## src/rtl/clkbuf_ctl_pkg.sv

```systemverilog
package clkbuf_ctl_pkg;

    localparam int NUM_PAIRS = 10;
    localparam int NUM_REGS  = 7;
    localparam int REG_W     = 8;
    localparam logic [REG_W-1:0] CTL_A = 8'd5;
    localparam logic [REG_W-1:0] CTL_B = 8'd6;

    typedef enum logic [2:0] {
        ST_IDLE, ST_RX, ST_RACK, ST_TX, ST_TACK, ST_TNEXT
    } slv_state_t;

    typedef enum logic [1:0] {
        K_ADDR, K_CMD, K_CNT, K_DATA
    } rx_kind_t;

    typedef struct packed {
        logic scl;
        logic sda;
        logic scl_rise;
        logic scl_fall;
        logic start;
        logic stop;
    } bus_ev_t;

    typedef struct packed {
        logic             en;
        logic [REG_W-1:0] addr;
        logic [REG_W-1:0] data;
    } reg_wr_t;

    typedef struct packed {
        logic [REG_W-1:0] ra;
        logic [2:0]       bp;
    } pair_loc_t;

    // Register index and bit position that hold the enable of pair p.
    function automatic pair_loc_t pair_loc(input int p);
        pair_loc_t l;
        if (p <= 4) begin
            l.ra = CTL_A;
            l.bp = 3'(7 - p);
        end else if (p == 9) begin
            l.ra = CTL_A;
            l.bp = 3'd2;
        end else begin
            l.ra = CTL_B;
            l.bp = 3'(p - 4);
        end
        return l;
    endfunction

endpackage

```

## src/rtl/i2c_line_sync.sv

```systemverilog
module i2c_line_sync
    import clkbuf_ctl_pkg::*;
#(
    parameter int STAGES = 2
) (
    input  logic    clk,
    input  logic    rst,
    input  logic    scl_i,
    input  logic    sda_i,
    output bus_ev_t ev
);
    localparam int LAST = STAGES - 1;

    logic [LAST:0] scl_pipe, sda_pipe;
    logic          scl_prev, sda_prev;

    generate
        if (STAGES == 1) begin : g_one
            always_ff @(posedge clk) begin
                if (rst) begin
                    scl_pipe <= '1;
                    sda_pipe <= '1;
                end else begin
                    scl_pipe <= scl_i;
                    sda_pipe <= sda_i;
                end
            end
        end else begin : g_many
            always_ff @(posedge clk) begin
                if (rst) begin
                    scl_pipe <= '1;
                    sda_pipe <= '1;
                end else begin
                    scl_pipe <= {scl_pipe[LAST-1:0], scl_i};
                    sda_pipe <= {sda_pipe[LAST-1:0], sda_i};
                end
            end
        end
    endgenerate

    always_ff @(posedge clk) begin
        if (rst) begin
            scl_prev <= 1'b1;
            sda_prev <= 1'b1;
        end else begin
            scl_prev <= scl_pipe[LAST];
            sda_prev <= sda_pipe[LAST];
        end
    end

    always_comb begin
        ev.scl      = scl_pipe[LAST];
        ev.sda      = sda_pipe[LAST];
        ev.scl_rise = scl_pipe[LAST] & ~scl_prev;
        ev.scl_fall = ~scl_pipe[LAST] & scl_prev;
        ev.start    = scl_pipe[LAST] & scl_prev & sda_prev & ~sda_pipe[LAST];
        ev.stop     = scl_pipe[LAST] & scl_prev & ~sda_prev & sda_pipe[LAST];
    end

endmodule

```

## src/rtl/i2c_ctl_fsm.sv

```systemverilog
module i2c_ctl_fsm
    import clkbuf_ctl_pkg::*;
#(
    parameter logic [6:0] DEV_ADDR = 7'h6A
) (
    input  logic             clk,
    input  logic             rst,
    input  bus_ev_t          ev,
    input  logic [REG_W-1:0] rd_data,
    output logic [REG_W-1:0] rd_addr,
    output reg_wr_t          wr,
    output logic             sda_oe
);
    slv_state_t       st;
    rx_kind_t         kind;
    logic [3:0]       cnt;
    logic [REG_W-1:0] sh, tx, ptr, ld_byte;
    logic             blk, cnt_sent, rd_mode;

    assign rd_addr = ptr;

    always_comb begin
        ld_byte = (blk && !cnt_sent) ? REG_W'(NUM_REGS) : rd_data;
    end

    always_ff @(posedge clk) begin
        if (rst) begin
            st       <= ST_IDLE;
            kind     <= K_ADDR;
            cnt      <= '0;
            sh       <= '0;
            tx       <= '0;
            ptr      <= '0;
            blk      <= 1'b0;
            cnt_sent <= 1'b0;
            rd_mode  <= 1'b0;
            sda_oe   <= 1'b0;
            wr       <= '0;
        end else begin
            wr.en <= 1'b0;
            if (ev.start) begin
                st       <= ST_RX;
                kind     <= K_ADDR;
                cnt      <= '0;
                cnt_sent <= 1'b0;
                sda_oe   <= 1'b0;
            end else if (ev.stop) begin
                st     <= ST_IDLE;
                sda_oe <= 1'b0;
            end else begin
                case (st)
                    ST_RX: begin
                        if (ev.scl_rise) begin
                            sh  <= {sh[REG_W-2:0], ev.sda};
                            cnt <= cnt + 4'd1;
                        end else if (ev.scl_fall && cnt == 4'd8) begin
                            cnt    <= '0;
                            st     <= ST_RACK;
                            sda_oe <= 1'b1;
                            case (kind)
                                K_ADDR: begin
                                    if (sh[7:1] != DEV_ADDR) begin
                                        st     <= ST_IDLE;
                                        sda_oe <= 1'b0;
                                    end else begin
                                        rd_mode <= sh[0];
                                        kind    <= K_CMD;
                                    end
                                end
                                K_CMD: begin
                                    ptr  <= sh;
                                    blk  <= (sh == '0);
                                    kind <= (sh == '0) ? K_CNT : K_DATA;
                                end
                                K_CNT: kind <= K_DATA;
                                default: begin
                                    wr.en   <= 1'b1;
                                    wr.addr <= ptr;
                                    wr.data <= sh;
                                    ptr     <= ptr + 1'b1;
                                end
                            endcase
                        end
                    end
                    ST_RACK: begin
                        if (ev.scl_fall) begin
                            if (rd_mode) begin
                                tx     <= ld_byte;
                                sda_oe <= ~ld_byte[7];
                                cnt    <= '0;
                                st     <= ST_TX;
                                if (blk && !cnt_sent) cnt_sent <= 1'b1;
                                else                  ptr      <= ptr + 1'b1;
                            end else begin
                                sda_oe <= 1'b0;
                                st     <= ST_RX;
                            end
                        end
                    end
                    ST_TX: begin
                        if (ev.scl_rise) begin
                            cnt <= cnt + 4'd1;
                        end else if (ev.scl_fall) begin
                            if (cnt == 4'd8) begin
                                sda_oe <= 1'b0;
                                st     <= ST_TACK;
                            end else begin
                                sda_oe <= ~tx[6];
                                tx     <= {tx[REG_W-2:0], 1'b0};
                            end
                        end
                    end
                    ST_TACK: begin
                        if (ev.scl_rise) st <= ev.sda ? ST_IDLE : ST_TNEXT;
                    end
                    ST_TNEXT: begin
                        if (ev.scl_fall) begin
                            tx     <= ld_byte;
                            sda_oe <= ~ld_byte[7];
                            cnt    <= '0;
                            st     <= ST_TX;
                            if (blk && !cnt_sent) cnt_sent <= 1'b1;
                            else                  ptr      <= ptr + 1'b1;
                        end
                    end
                    default: ;
                endcase
            end
        end
    end

    // line drive moves only while SCL is low, bus conditions aside
    a_r10_drive_scl_low: assert property (@(posedge clk) disable iff (rst)
        (sda_oe != $past(sda_oe)) && !$past(ev.start || ev.stop) |-> !ev.scl);

    // nothing driven while idle (also after a foreign address)
    a_r2_idle_released: assert property (@(posedge clk) disable iff (rst)
        (st == ST_IDLE) |-> !sda_oe);

    // master NACK releases the line and ends the read
    a_r7_nack_release: assert property (@(posedge clk) disable iff (rst)
        (st == ST_TACK && ev.scl_rise && ev.sda && !ev.start && !ev.stop)
        |=> (!sda_oe && st == ST_IDLE));

endmodule

```

## src/rtl/pair_en_regs.sv

```systemverilog
module pair_en_regs
    import clkbuf_ctl_pkg::*;
(
    input  logic                 clk,
    input  logic                 rst,
    input  reg_wr_t              wr,
    input  logic [REG_W-1:0]     rd_addr,
    output logic [REG_W-1:0]     rd_data,
    output logic [NUM_PAIRS-1:0] pair_en
);
    generate
        for (genvar p = 0; p < NUM_PAIRS; p++) begin : g_pair
            localparam pair_loc_t LOC = pair_loc(p);
            always_ff @(posedge clk) begin
                if (rst)
                    pair_en[p] <= 1'b1;
                else if (wr.en && wr.addr == LOC.ra)
                    pair_en[p] <= wr.data[LOC.bp];
            end
        end
    endgenerate

    always_comb begin
        pair_loc_t l;
        rd_data = '1;
        for (int p = 0; p < NUM_PAIRS; p++) begin
            l = pair_loc(p);
            if (l.ra == rd_addr) rd_data[l.bp] = pair_en[p];
        end
    end

    // reset leaves every pair active
    a_r1_reset_all_on: assert property (@(posedge clk)
        $past(rst) |-> (&pair_en));

    // reserved registers leave all enables untouched
    a_r6_reserved_no_effect: assert property (@(posedge clk) disable iff (rst)
        (wr.en && wr.addr != CTL_A && wr.addr != CTL_B) |=> (pair_en == $past(pair_en)));

    // a register-6 write keeps the register-5 pairs
    a_r5_keeps_other_pairs: assert property (@(posedge clk) disable iff (rst)
        (wr.en && wr.addr == CTL_B) |=> ({pair_en[9], pair_en[4:0]} == $past({pair_en[9], pair_en[4:0]})));

endmodule

```

## src/rtl/clkbuf_en_slave.sv

```systemverilog
module clkbuf_en_slave
    import clkbuf_ctl_pkg::*;
#(
    parameter int         SYNC_STAGES = 2,
    parameter logic [6:0] DEV_ADDR    = 7'h6A
) (
    input  logic                 clk,
    input  logic                 rst,
    input  logic                 scl_i,
    input  logic                 sda_i,
    output logic                 sda_oe,
    output logic [NUM_PAIRS-1:0] pair_en
);
    bus_ev_t          ev;
    reg_wr_t          wr;
    logic [REG_W-1:0] rd_addr, rd_data;

    i2c_line_sync #(.STAGES(SYNC_STAGES)) u_sync (
        .clk(clk), .rst(rst), .scl_i(scl_i), .sda_i(sda_i), .ev(ev)
    );

    i2c_ctl_fsm #(.DEV_ADDR(DEV_ADDR)) u_fsm (
        .clk(clk), .rst(rst), .ev(ev), .rd_data(rd_data),
        .rd_addr(rd_addr), .wr(wr), .sda_oe(sda_oe)
    );

    pair_en_regs u_regs (
        .clk(clk), .rst(rst), .wr(wr), .rd_addr(rd_addr),
        .rd_data(rd_data), .pair_en(pair_en)
    );

endmodule

```

## config.mk

```make
export PLATFORM = sky130hd
export DESIGN_NAME = clkbuf_en_slave
export DESIGN_NICKNAME = d
export VERILOG_FILES = /design/src/rtl/clkbuf_ctl_pkg.sv /design/src/rtl/i2c_line_sync.sv /design/src/rtl/i2c_ctl_fsm.sv /design/src/rtl/pair_en_regs.sv /design/src/rtl/clkbuf_en_slave.sv
export SDC_FILE = /design/constraint.sdc
export NUM_CORES = 1
export LEC_CHECK = 0
export BUFFER_PORTS_ARGS = -buffer_cell sky130_fd_sc_hd__buf_2
export CORE_MARGIN = 8
export CORE_UTILIZATION = 50
export DETAILED_ROUTE_END_ITERATION = 16
export HOLD_SLACK_MARGIN = 0.15
export PLACE_DENSITY = 0.7
export SYNTH_ARGS = -nofsm -noshare
export SYNTH_HDL_FRONTEND = slang
export SYNTH_SLANG_ARGS = --single-unit
```

## constraint.sdc

```tcl
create_clock -name clk -period 4.1 [get_ports clk]
set_input_delay 1.23 -clock clk [delete_from_list [all_inputs] [get_ports clk]]
set_output_delay 1.23 -clock clk [all_outputs]
set_load 0.05 [all_outputs]
```

==> results.md <==
- H-Tree Depth: 3
- Setup crit start kind: flip-flop
- Logic gate share of total power: 2.7%
- EDFF count, synth: 0
- Share of cells above drive strength 1: 10.40%
- Net Sw Frac: 23.29%
- Routed vias/inst: 5.845
- Crit Path Max Fanout: 16
- Worst-case clock buffer depth: 2
- Die Ht: 98.82 µm
- Max Clk Rate: 375.5 MHz
- Cell Rows: 30
- Internal Power: 0.9539 mW
- MaxCap Viol Count: 0
- Crit path required time: 4.37 ns
- Pwr/cell area: 333.7 nW/µm²
- Async SR Flop Fraction: 0%
- Post-route antenna net violation count: 0
- Io pins: 15
- Run status: completed
- Worst-path clk slew: 0.08 ns
- Worst-margin pin slew: 1.147 ns
- #FFs+latches synth: 68
- First-pass GRT wire length: 13060 µm
- Critical path capture point type: flip-flop
- CTS sink cnt: 68
- Clock latency on the worst-skew pair: 0.34 ns
- Post-synth cell types: 50
- NetSw: 0.2895 mW
- Clock root buffer: clkbuf_8
- Fill count: 643
- Gpl congestion: 0.8587
- Total GRT Usage: 16.23%
- Vias: 2940
- Final-stage net count: 432
- Clk pwr share: 43.6%
- Register area share after synthesis: 39.69%
- Dpl cell area: 3535 µm²
- Storage cell area: 1361 µm²
- Die area: 9765 µm²
- Share of power burned in registers: 53.7%
- Final hold violations: 0
- Mapped Nets: 427
- Antenna violations before repair: 0
- Cell count after synthesis: 413
- Unrepaired setup endpoints after global routing: false
- Setup CP Type: flip-flop to flip-flop
- Slew headroom: 23.09%
- Min-Delay Path Class: flip-flop to flip-flop
- Yosys warns: 0
- Synth Flop Type: dfxtp_1
- Syn_area_per_cell: 8.304 µm²
- Post CTS Setup Buffer Count: 0
- Final TNS setup: 0 ns
- Most common cell after layout, fill and taps aside: dfxtp_1
- Peak supply drop: 0.1886 mV
- Fin worst setup slack: 1.437 ns
- Dpl hpwl: 5455 µm
- Area of the multi-input gates: 1894 µm²
- Final clock skew: 0.008471 ns
- Layout Area Growth over Synthesis: 8.646%
- Crit path arrival time: 2.93 ns
- Synth top area cells: dfxtp_1 40%, a21oi_1 5.5%, mux2i_1 5.5%
- Largest net degree at the start of global routing: 38
- Leading area contributor after synthesis: dfxtp_1
- Yosys top cell area share: 39.69%
- Final Cell Area: 3726 µm²
- Post-layout util: 55.46%
- Total Wirelength: 7624 µm
- Core ar.: 6719 µm²
- Final Cycle Share: 64.95%
- Drt drc: 0
- Hold buffers post-CTS: 0
- Buffers on Ports: 14
- Chip Width: 98.82 µm
- Placed cell count: 487
- Final non-filler cell total: 503
- Mapped Area: 3430 µm²
- Antenna cells: 0
- Post-CTS Resized: 0
- Clock buffer count from CTS: 9
- Total grt overflow: 0
- DR pass1 iterations: 5
- Leak: 1.322 nW
- Wire length per cell: 15.16 µm
- Number of setup violations in the final report: 0
- Tmin final: 2.663 ns
- DRT iter0 DRCs: 216
- Final slew viol count: 0
- Initial core utilization: 51.04%
- CTS tree: built
- Vias in the first global route: 2724
- Pre-CTS setup slack: 1.504 ns
- Most frequent cells in the layout: 68 x dfxtp_1, 38 x a21oi_1, 36 x nor2_1
## registers in the layout, summed over array words and instances, names as in the netlist
name / cells
u_fsm.blk: 1
u_fsm.wr: 16
u_sync.sda_pipe: 2
u_sync.sda_prev: 1
u_fsm.sda_oe: 1
u_fsm.st: 3
u_fsm.rd_mode: 1
u_fsm.kind: 2
u_regs.pair_en: 10
u_fsm.cnt: 4
u_sync.scl_pipe: 2
u_fsm.tx: 7
u_fsm.rd_addr: 8
u_sync.scl_prev: 1
u_fsm.cnt_sent: 1
u_fsm.sh: 8
## cells in the mapped netlist (all sizes together), types with 5 or more instances
| cell | instances |
|---|---|
| a21oi | 38 |
| nor2b | 11 |
| o311ai | 6 |
| o21ai | 15 |
| o31ai | 6 |
| ha | 10 |
| nand2b | 8 |
| a211oi | 5 |
| mux2i | 19 |
| nor4 | 5 |
| dfxtp | 68 |
| a211o | 8 |
| nor3b | 9 |
| or2 | 8 |
| inv | 25 |
| nor2 | 36 |
| nand2 | 32 |
| clkbuf | 19 |
| nand3 | 21 |
| or3 | 7 |
| nor3 | 8 |
## layout make-up
type | instances | area share (%)
Multi-Input combinational cell | 298 | 50.84
Clock buffer | 10 | 3.425
Timing Repair Buffer | 16 | 2.283
Inverter | 25 | 2.518
Tap cell | 80 | 2.686
Clock inverter | 6 | 1.713
Sequential cell | 68 | 36.53
## worst paths after layout
kind                                 startpoint                             to  depth (start not counted)  slack, ns
hold reg to reg   u_sync.scl_pipe[0]$_SDFF_PP1_  u_sync.scl_pipe[1]$_SDFF_PP1_                          1       0.41
setup / recovery       u_fsm.st[1]$_SDFFE_PP0P_  u_fsm.rd_addr[0]$_SDFFE_PP0P_                          5       1.44
setup reg to reg       u_fsm.st[1]$_SDFFE_PP0P_  u_fsm.rd_addr[0]$_SDFFE_PP0P_                          5       1.44
hold / removal    u_sync.scl_pipe[0]$_SDFF_PP1_  u_sync.scl_pipe[1]$_SDFF_PP1_                          1       0.41
## metrics by stage
step           total power [mW]  hold WS [ns]
2_1_floorplan            0.7064        0.3895
3_3_place_gp             0.7155        0.3923
3_5_place_dp             0.7156        0.3994
4_1_cts                   1.258        0.4143
5_1_grt                   1.290        0.4195
6_report                  1.243        0.4115
## power groups by stage
stage	registers, mW	logic, mW	clock network (mW)
6_report	0.667	0.0334	0.543
5_1_grt	0.668	0.0370	0.585
4_1_cts	0.667	0.0331	0.557
3_5_place_dp	0.683	0.0330	0
3_3_place_gp	0.683	0.0329	0
2_1_floorplan	0.680	0.0262	0
## critical path, cell delays in order, from the launching register on
cell     delay, ns
dfxtp_1       0.60
nor3b_1       0.81
a21oi_1       0.14
o32a_1        0.35
or4_1         0.51
a31oi_1       0.17
## cell families (layout without fill, tap and decap cells)
family,Yosys count,in the layout,synth area share [%]
buffers and inverters,47,57,5.217
AND/OR/NAND/NOR,166,166,26.27
AO/OA/AOI/OAI,102,102,19.37
adder cells (fa/ha/maj),10,10,3.648
flip-flops,68,68,39.69
XOR/XNOR,1,1,0.2554
multiplexers,19,19,5.545
## per-layer routing
metal / wire [µm] / GRT usage, % / up-vias / share of wire (%)
met1: 3667 / 20.26 / 1396 / 48
met3: 294 / 4.158 / 4 / 3.9
met2: 3626 / 26.56 / 52 / 48
li1: - / - / 1488 / -
met5: 0 / 0 / - / 0
met4: 36 / 5.077 / 0 / 0.47
(Power assumes the default switching activity.)
